--- src/rtl/dmpwm_pkg.sv ---
package dmpwm_pkg;

    typedef enum logic [2:0] {
        ST_LOAD      = 3'd0,
        ST_FAST      = 3'd1,
        ST_SLOW_HIGH = 3'd2,
        ST_SLOW_PART = 3'd3,
        ST_SLOW_LOW  = 3'd4
    } stage_t;

endpackage

--- src/rtl/dmpwm_timebase.sv ---
module dmpwm_timebase #(
    parameter int DUTY_W        = 10,
    parameter int PRESCALE_LOG2 = 4
) (
    input  logic              clk,
    input  logic              rst,
    input  logic              run_i,
    input  logic              slow_i,
    output logic [DUTY_W-1:0] phase_o,
    output logic              last_o
);

    logic [DUTY_W-1:0] phase_q;
    logic              tick;

    generate
        if (PRESCALE_LOG2 > 0) begin : g_prescale
            logic [PRESCALE_LOG2-1:0] pre_q;

            always_ff @(posedge clk) begin
                if (rst || !run_i) begin
                    pre_q <= '0;
                end else if (slow_i) begin
                    pre_q <= pre_q + 1'b1;
                end else begin
                    pre_q <= '0;
                end
            end

            assign tick = !slow_i || (pre_q == '1);
        end else begin : g_no_prescale
            assign tick = 1'b1;
        end
    endgenerate

    always_ff @(posedge clk) begin
        if (rst || !run_i) begin
            phase_q <= '0;
        end else if (tick) begin
            phase_q <= phase_q + 1'b1;
        end
    end

    assign phase_o = phase_q;
    assign last_o  = run_i && tick && (phase_q == '1);

    assert_wrap_after_last_R1: assert property (@(posedge clk) disable iff (rst)
        last_o |=> (phase_q == '0));

    assert_fast_step_R1: assert property (@(posedge clk) disable iff (rst)
        (run_i && !slow_i && !last_o) |=> (phase_q == DUTY_W'($past(phase_q) + 1'b1)));

endmodule

--- src/rtl/dmpwm_sequencer.sv ---
module dmpwm_sequencer
    import dmpwm_pkg::*;
#(
    parameter int DUTY_W    = 10,
    parameter int FRAME_LEN = 6,
    parameter int SLOT_W    = 3
) (
    input  logic              clk,
    input  logic              rst,
    input  logic              period_last_i,
    input  logic              slow_mode_i,
    input  logic [DUTY_W-1:0] fast_duty_i,
    input  logic [SLOT_W-1:0] slow_full_i,
    input  logic [DUTY_W-1:0] slow_part_i,
    output stage_t            stage_o,
    output logic              slow_q_o,
    output logic [DUTY_W-1:0] duty_o
);

    localparam logic [SLOT_W-1:0] LAST_SLOT = SLOT_W'(FRAME_LEN - 1);
    localparam logic [SLOT_W-1:0] FULL_MAX  = SLOT_W'(FRAME_LEN);

    stage_t            stage_q, stage_d;
    logic [SLOT_W-1:0] slot_q, slot_d;
    logic              slow_q;
    logic [DUTY_W-1:0] fduty_q, part_q;
    logic [SLOT_W-1:0] full_q;
    logic [SLOT_W-1:0] full_in_clamped;
    logic              frame_start;

    function automatic stage_t slot_stage(input logic [SLOT_W-1:0] slot,
                                          input logic [SLOT_W-1:0] full);
        if (slot < full)       return ST_SLOW_HIGH;
        else if (slot == full) return ST_SLOW_PART;
        else                   return ST_SLOW_LOW;
    endfunction

    assign full_in_clamped = (slow_full_i > FULL_MAX) ? FULL_MAX : slow_full_i;
    assign frame_start = (stage_q == ST_LOAD) ||
                         (period_last_i && (!slow_q || (slot_q == LAST_SLOT)));

    // state register
    always_ff @(posedge clk) begin
        if (rst) begin
            stage_q <= ST_LOAD;
            slot_q  <= '0;
        end else begin
            stage_q <= stage_d;
            slot_q  <= slot_d;
        end
    end

    // input latches, loaded only at a frame boundary
    always_ff @(posedge clk) begin
        if (rst) begin
            slow_q  <= 1'b0;
            fduty_q <= '0;
            full_q  <= '0;
            part_q  <= '0;
        end else if (frame_start) begin
            slow_q  <= slow_mode_i;
            fduty_q <= fast_duty_i;
            full_q  <= full_in_clamped;
            part_q  <= slow_part_i;
        end
    end

    // next-state logic
    always_comb begin
        stage_d = stage_q;
        slot_d  = slot_q;
        unique case (stage_q)
            ST_LOAD, ST_FAST, ST_SLOW_HIGH, ST_SLOW_PART, ST_SLOW_LOW: begin
                if (frame_start) begin
                    slot_d  = '0;
                    stage_d = slow_mode_i ? slot_stage('0, full_in_clamped) : ST_FAST;
                end else if (period_last_i) begin
                    slot_d  = slot_q + 1'b1;
                    stage_d = slot_stage(slot_q + 1'b1, full_q);
                end
            end
            default: begin
                stage_d = ST_LOAD;
                slot_d  = '0;
            end
        endcase
    end

    assign stage_o  = stage_q;
    assign slow_q_o = slow_q;
    assign duty_o   = (stage_q == ST_FAST) ? fduty_q : part_q;

    assert_slot_range_R2: assert property (@(posedge clk) disable iff (rst)
        slot_q <= LAST_SLOT);

    assert_latch_at_boundary_R6: assert property (@(posedge clk) disable iff (rst)
        !$stable(fduty_q) |-> $past(frame_start));

    assert_high_slot_hold_R3: assert property (@(posedge clk) disable iff (rst)
        (stage_q == ST_SLOW_HIGH && !period_last_i) |=> (stage_q == ST_SLOW_HIGH));

    assert_load_once_R8: assert property (@(posedge clk) disable iff (rst)
        (stage_q == ST_LOAD) |=> (stage_q != ST_LOAD));

endmodule

--- src/rtl/dmpwm_compare.sv ---
module dmpwm_compare
    import dmpwm_pkg::*;
#(
    parameter int DUTY_W = 10
) (
    input  logic              clk,
    input  logic              rst,
    input  stage_t            stage_i,
    input  logic [DUTY_W-1:0] phase_i,
    input  logic [DUTY_W-1:0] duty_i,
    output logic              pwm_o
);

    logic pwm_d, pwm_q;

    always_comb begin
        pwm_d = 1'b0;
        unique case (stage_i)
            ST_SLOW_HIGH:          pwm_d = 1'b1;
            ST_FAST, ST_SLOW_PART: pwm_d = (duty_i == '1) || (phase_i < duty_i);
            ST_LOAD, ST_SLOW_LOW:  pwm_d = 1'b0;
            default:               pwm_d = 1'b0;
        endcase
    end

    always_ff @(posedge clk) begin
        if (rst) pwm_q <= 1'b0;
        else     pwm_q <= pwm_d;
    end

    assign pwm_o = pwm_q;

    assert_high_slot_drives_R3: assert property (@(posedge clk) disable iff (rst)
        (stage_i == ST_SLOW_HIGH) |=> pwm_q);

    assert_zero_duty_low_R5: assert property (@(posedge clk) disable iff (rst)
        ((stage_i == ST_FAST || stage_i == ST_SLOW_PART) && duty_i == '0) |=> !pwm_q);

    assert_full_duty_high_R4: assert property (@(posedge clk) disable iff (rst)
        ((stage_i == ST_FAST || stage_i == ST_SLOW_PART) && duty_i == '1) |=> pwm_q);

endmodule

--- src/rtl/dual_mode_pwm.sv ---
module dual_mode_pwm
    import dmpwm_pkg::*;
#(
    parameter int DUTY_W        = 10,
    parameter int PRESCALE_LOG2 = 4,
    parameter int FRAME_LEN     = 6,
    localparam int SLOT_W       = $clog2(FRAME_LEN + 1)
) (
    input  logic              clk,
    input  logic              rst,
    input  logic              slow_mode_i,
    input  logic [DUTY_W-1:0] fast_duty_i,
    input  logic [SLOT_W-1:0] slow_full_i,
    input  logic [DUTY_W-1:0] slow_part_i,
    output logic              pwm_o,
    output logic              filt_en_oe_o,
    output logic              filt_en_o
);

    stage_t            stage;
    logic              slow_q;
    logic [DUTY_W-1:0] duty;
    logic [DUTY_W-1:0] phase;
    logic              period_last;
    logic              running;
    logic              oe_q;

    assign running = (stage != ST_LOAD);

    dmpwm_timebase #(
        .DUTY_W        (DUTY_W),
        .PRESCALE_LOG2 (PRESCALE_LOG2)
    ) u_timebase (
        .clk     (clk),
        .rst     (rst),
        .run_i   (running),
        .slow_i  (slow_q),
        .phase_o (phase),
        .last_o  (period_last)
    );

    dmpwm_sequencer #(
        .DUTY_W    (DUTY_W),
        .FRAME_LEN (FRAME_LEN),
        .SLOT_W    (SLOT_W)
    ) u_sequencer (
        .clk           (clk),
        .rst           (rst),
        .period_last_i (period_last),
        .slow_mode_i   (slow_mode_i),
        .fast_duty_i   (fast_duty_i),
        .slow_full_i   (slow_full_i),
        .slow_part_i   (slow_part_i),
        .stage_o       (stage),
        .slow_q_o      (slow_q),
        .duty_o        (duty)
    );

    dmpwm_compare #(
        .DUTY_W (DUTY_W)
    ) u_compare (
        .clk     (clk),
        .rst     (rst),
        .stage_i (stage),
        .phase_i (phase),
        .duty_i  (duty),
        .pwm_o   (pwm_o)
    );

    // filter-enable driver, aligned with the registered PWM output
    always_ff @(posedge clk) begin
        if (rst) oe_q <= 1'b0;
        else     oe_q <= running && !slow_q;
    end

    assign filt_en_oe_o = oe_q;
    assign filt_en_o    = 1'b0;

    assert_filter_off_slow_R7: assert property (@(posedge clk) disable iff (rst)
        (running && slow_q) |=> !filt_en_oe_o);

    assert_filter_on_fast_R7: assert property (@(posedge clk) disable iff (rst)
        (running && !slow_q) |=> filt_en_oe_o);

endmodule

--- config.mk ---
export PLATFORM = sky130hd
export DESIGN_NAME = dual_mode_pwm
export DESIGN_NICKNAME = d
export VERILOG_FILES = /design/src/rtl/dmpwm_pkg.sv /design/src/rtl/dmpwm_timebase.sv /design/src/rtl/dmpwm_sequencer.sv /design/src/rtl/dmpwm_compare.sv /design/src/rtl/dual_mode_pwm.sv
export SDC_FILE = /design/constraint.sdc
export NUM_CORES = 1
export LEC_CHECK = 0
export BUFFER_PORTS_ARGS = -buffer_cell sky130_fd_sc_hd__buf_4
export CAP_MARGIN = 0
export CORE_AREA = 2 2 60 91
export CTS_CLUSTER_DIAMETER = 50
export CTS_CLUSTER_SIZE = 25
export DETAILED_ROUTE_END_ITERATION = 10
export DIE_AREA = 0 0 62 93
export PLACE_DENSITY = 0.74
export SYNTH_ARGS = -nofsm -noshare
export SYNTH_HDL_FRONTEND = slang
export SYNTH_SLANG_ARGS = --single-unit
--- constraint.sdc ---
create_clock -name clk -period 2.5 [get_ports clk]
set_input_delay 0.375 -clock clk [delete_from_list [all_inputs] [get_ports clk]]
set_output_delay 0.375 -clock clk [all_outputs]
set_load 0.03 [all_outputs]
; Yosys cells after proc, flatten, opt, wreduce, memory -nomap -nowiden
; Cells that the tools add are included.
[totals]
reg_bits = 46
latch_bits = 0
ramBits = 0
mem_bits_ro = 0
inputBits = 26
output_inout_bits = 3
mem_count = 0
[classes]
addsub = 3
mul = 0
div = 0
magnitude_cmp = 4
n_eq_ne = 9
n_shift = 0
muxes = 10
n_bitwise = 2
reduce_logical = 20
[ops]
columns = operator, count
row1 = $mux 3, 8
row2 = $eq 10x10->1 const B, 2
row3 = $add 10x1->10 const B, 1
row4 = $lt 10x10->1, 1
row5 = $mux 10, 1
row6 = $eq 3x2->1 const B, 2
row7 = $eq 3x3->1 const B, 2
row8 = $logic_not 3->1, 2
row9 = $reduce_or 2->1, 3
row10 = $logic_or 1x1->1, 5
row11 = $reduce_or 5->1, 1
row12 = $add 4x1->4 const B, 1
row13 = $eq 4x4->1 const B, 1
row14 = $logic_and 1x1->1, 4
row15 = $add 3x1->3 const B, 1
row16 = $eq 3x1->1 const B, 1
row17 = $eq 3x3->1, 1
row18 = $gt 3x3->1 const B, 1
row19 = $lt 1x3->1 const A, 1
row20 = $lt 3x3->1, 1
row21 = $reduce_bool 3->1, 1
row22 = $reduce_or 3->1, 1
row23 = $logic_not 1->1, 2
row24 = $not 1->1, 2
row25 = 2 further kinds, 2

; Depth between registers and ports, before layout
[depth]
ltp_word = 7
depth_mapped = 9

; Hierarchy
; From an unflattened synthesis, not the netlist that was laid out.
[unflattened]
cells_unflattened = 264
area_unflattened_um2 = 2487.4
[modules_own_cells]
columns = mod, n_inst, cells_per_inst, area_each_um2
row1 = dmpwm_sequencer, 1, 140, 1417.6
row2 = dmpwm_timebase, 1, 81, 745.7
row3 = dmpwm_compare, 1, 38, 274.0
row4 = dual_mode_pwm, 1, 5, 50.0

; Worst setup path before layout
; OpenSTA, ideal clock, no wires.
[synth_timing]
path_kind = flip-flop to flip-flop
startpoint = register u_sequencer.stage_q[1] (netlist: u_sequencer.stage_o[1])
endpoint = register u_compare.pwm_q (netlist: u_compare.pwm_o)
setup_time_ns = 0.130
arrival_ns = 1.899
required_time_ns = 2.370
slack_ns = 0.471
stages_incl_launch_ff = 9
path_buffers = 1
synth_period_minus_slack_ns = 2.029
path_cell_list = dfxtp_1 -> buf_2 -> or3b_2 -> mux2i_1 -> ha_1 -> nand4_1 -> nor4_1 -> o31a_1 -> o211ai_1
[synth_between]
elab_chain_cells = 5
word_cells_on_any_way = 9
cone_classes = order compare: 1 / eq/ne: 4 / mux: 2 / reduce/logical: 2
[synth_lines]
columns = element, line_no
row1 = from (decl), dmpwm_sequencer.sv:23  ; stage_t stage_q, stage_d;
row2 = from (signal assigned), dmpwm_sequencer.sv:48  ; stage_q <= stage_d;
row3 = $eq 3x1->1, "dmpwm_sequencer.sv:91, dmpwm_compare.sv:18"
row4 = $mux 10, dmpwm_sequencer.sv:91  ; assign duty_o = (stage_q == ST_FAST) ? fduty_q : part_q;
row5 = $lt 10x10->1 or $eq 10x10->1 (tied branches), dmpwm_compare.sv:20  ; ST_FAST, ST_SLOW_PART: pwm_d = (duty_i == '1) || (phase_i < duty_i);
row6 = $logic_or 1x1->1, dmpwm_compare.sv:20
row7 = $pmux 1 s2 (*), dmpwm_compare.sv:18  ; unique case (stage_i)
row8 = to (signal assigned), dmpwm_compare.sv:28  ; else pwm_q <= pwm_d;
row9 = to (decl), dmpwm_compare.sv:14  ; logic pwm_d, pwm_q;
; Mark *: on every way between the ends. The rest lies on a longest branch, timed or not.
; A chain may end at the register's enable or synchronous reset.

; Worst setup path after layout
[layout_timing]
startpoint = register u_sequencer.stage_q[0] (netlist: u_sequencer.stage_o[0])
endpoint = register u_compare.pwm_q (netlist: u_compare.pwm_o)
; The elaborated chain is that of the path after synthesis.

==> results.yml <==
power_and_ir_drop:
  power.leakage_nw: 1.097
  p_sw_w: 0.0005897
  combPwrFrac_pct: 25.8
  switching_share_pct: 33.06
  ir_drop_v: 0.0003675
  internal_power_w: 0.001194
  power_frac_seq_pct: 48.4
  powerDensity_nw_per_um2: 591.0
  clkPwrFrac_pct: 25.8
routing:
  dr.pass1.iters: 4
  routedWlPerCell_microns: 14.19
  routed_wl_mm: 5.477
  avgViaCountPerCell: 5.666
  vias: 2187
  drt-initial-drc-count: 76
  drc: 0
  ant_nets: 0
yosys:
  synthCells: 295
  avgSynthCellArea_sq_um: 9.055
  synth_nets: 337
  yosysTopAreaCellShare_pct: 34.47
  netlist_area_sq_um: 2671
  ys_seq_area_share_pct: 34.47
  ys_types: 50
  synth-seq-cells: 46
  ys_top_cells_by_area: "dfxtp_1 34%, ha_1 7.5%, nand3_1 6.0%"
  yosys.area.top_type: "dfxtp_1"
  yosysWarnings: 0
floorplan:
  io_pins: 29
  dieArea_sq_um: 5766
  die_x_microns: 62
  start_util_pct: 53.37
  rows: 32
  coreArea_sq_um: 5005
  die_y_microns: 93
cts:
  root_buffer: "clkbuf_8"
  postCtsHoldBufs: 0
  clock-sinks: 46
  cts_made_buffers: 5
  cts_tree: "yes"
  post_cts_buffers: 0
  path_clk_slew_ns: 0.09
  cts_resized: 0
  cts-htree-levels: 2
  clk-insertion-delay-late_ns: 0.31
  cts.path.max_buffers: 2
hold_path:
  hold_class: "primary input to register"
cells_and_area:
  area_growth_syn_to_layout_pct: 12.97
  finalNonFillerCells: 386
  final_area_sq_um: 3018
  diodes: 0
  nNetsFinal: 359
  drive_gt1_share_pct: 28.30
timing:
  whs_ns: 0.3097
  finalHoldViolCount: 0
  finClkSkew_ns: 0.009144
  worst_slew_pin_slew_ns: 0.5573
  rsz0062_at_grt: "false"
  final.period_utilization_pct: 87.59
  finalSetupViolCount: 0
  drv_slew: 0
  fmaxAchievable_mhz: 456.7
  slew-limit-headroom_pct: 62.77
  layout_min_cycle_time_ns: 2.190
  fin_setup_tns_ns: 0
place:
  io_buffers: 27
  placed_cells: 378
  dp_hpwl_mm: 4.075
  place.gp.congestion: 0.8256
  dpl_cell_area_sq_um: 2928
worst_setup_path:
  endpoint_kind: "register"
  cp_max_fo: 9
  start_kind: "register"
  path_class: "register to register"
  critPathRequiredTime_ns: 2.68
  cp.arrival_ns: 2.37
global_routing:
  grt_pass1_vias: 2081
  grt_usage_pct: 21.17
  grt_overflow: 0
  antenna_found_initial: 0
  grt_pass1_wl_mm: 9.418
  grt_max_degree: 30
run:
  cap_violations: 0
status:
  outcome: "complete, no violations"
per-layer routing:
metal / track usage, % / vias to the layer above / routed length [microns]
li1: - / 1122 / -
met1: 27.90 / 1028 / 2420
met2: 34.81 / 31 / 2877
met3: 3.320 / 6 / 108
met4: 5.851 / 0 / 72
met5: 0 / - / 0
final cells by class:
| class | instances | area [sq um] |
|---|---|---|
| Clock buffer | 5 | 68.82 |
| Clock inverter | 3 | 21.27 |
| Fill cell | 462 | 1987 |
| Inverter | 7 | 26.28 |
| Multi-Input combinational cell | 224 | 1635 |
| Sequential cell | 46 | 920.9 |
| Tap cell | 68 | 85.08 |
| Timing Repair Buffer | 33 | 260.3 |
critical path, stage by stage, from the launching register on:
cell	delay, ns
dfxtp_1	0.47
or3b_2	0.50
mux2i_1	0.15
ha_1	0.30
nand4_1	0.11
nor4_1	0.28
o31a_1	0.17
o211ai_1	0.09
layout by cell type (no fill, tap or decap), types with 3 or more instances in the layout:
cell      instances
a211oi_1          3
o21ai_2          18
xnor2_1           9
nor2_1           16
nand2_1          20
inv_1             7
a21oi_1          17
ha_1             16
nand2b_1          4
o31ai_1           3
buf_4            32
mux2i_1          11
o21ai_0           9
dfxtp_1          46
nor4_1            6
clkbuf_8          5
nand4_1           4
o211ai_1          3
a21oi_2          18
nand3_1          32
power groups by stage:
stage          registers [W]  clock network (W)  logic, W
2_1_floorplan       0.000865                  0  0.000350
3_3_place_gp        0.000878                  0  0.000453
3_5_place_dp        0.000880                  0  0.000460
4_1_cts             0.000862           0.000469  0.000464
5_1_grt             0.000873           0.000504  0.000509
6_report            0.000863           0.000461  0.000460
sequential cells by signal, summed over array words and instances (netlist names):
name	cells
filt_en_oe_o	1
u_compare.pwm_o	1
u_sequencer.fduty_q	10
u_sequencer.full_q	3
u_sequencer.part_q	10
u_sequencer.slot_q	3
u_sequencer.slow_q_o	1
u_sequencer.stage_o	3
u_timebase.g_prescale.pre_q	4
u_timebase.phase_o	10
synth_stat cells (all sizes together):
cell type and number:
or2 1, a21boi 1, and2 1, and3 1, nor4 8, nand2b 5
nand2 20, a31oi 1, inv 7, or3 1, mux2 1, a21oi 35
dfxtp 46, clkbuf 7, ha 16, o21ai 27, o31a 1, o21a 1
xor2 2, o32ai 1, nor3b 2, a211oi 3, buf 11, a41o 1
nor2 16, a21o 2, nor3 2, o211ai 3, a2111o 1, a2111oi 3
or3b 1, or4 2, o31ai 3, nand4 7, mux2i 11, a21bo 1
nand3 32, xnor2 9, conb 1, o221ai 1
per-stage QoR:
step	power, W	setup WS [ns]	util [%]
2_1_floorplan	0.001215	0.4712	-
3_3_place_gp	0.001331	0.3838	58.50
3_5_place_dp	0.001340	0.3286	58.50
4_1_cts	0.001796	0.3127	60.30
5_1_grt	0.001887	0.2044	60.30
6_report	0.001783	0.3102	60.30
final timing paths:
check | cells past startpoint | slack [ns] | startpoint | to
worst max-delay path | 7 | 0.31 | u_sequencer.stage_o[0] | u_compare.pwm_o
worst min-delay path | 3 | 0.31 | fast_duty_i[8] | u_sequencer.fduty_q[8]
worst max register to register | 7 | 0.31 | u_sequencer.stage_o[0] | u_compare.pwm_o
worst min register to register | 1 | 0.45 | u_timebase.g_prescale.pre_q[0] | u_timebase.g_prescale.pre_q[0]
cells by family after synthesis:
group                      Yosys count  synth area share (%)
other                                1                0.1404
and+or+nand+nor                     99                 20.09
AOI/OAI and AO/OA                   85                 25.15
DFF                                 46                 34.47
buffers and inverters               25                 4.497
adders and majority gates           16                 7.494
muxes                               12                 4.543
xor gates and xnor gates            11                 3.607
Note: power is estimated with default switching activity, not from simulation.
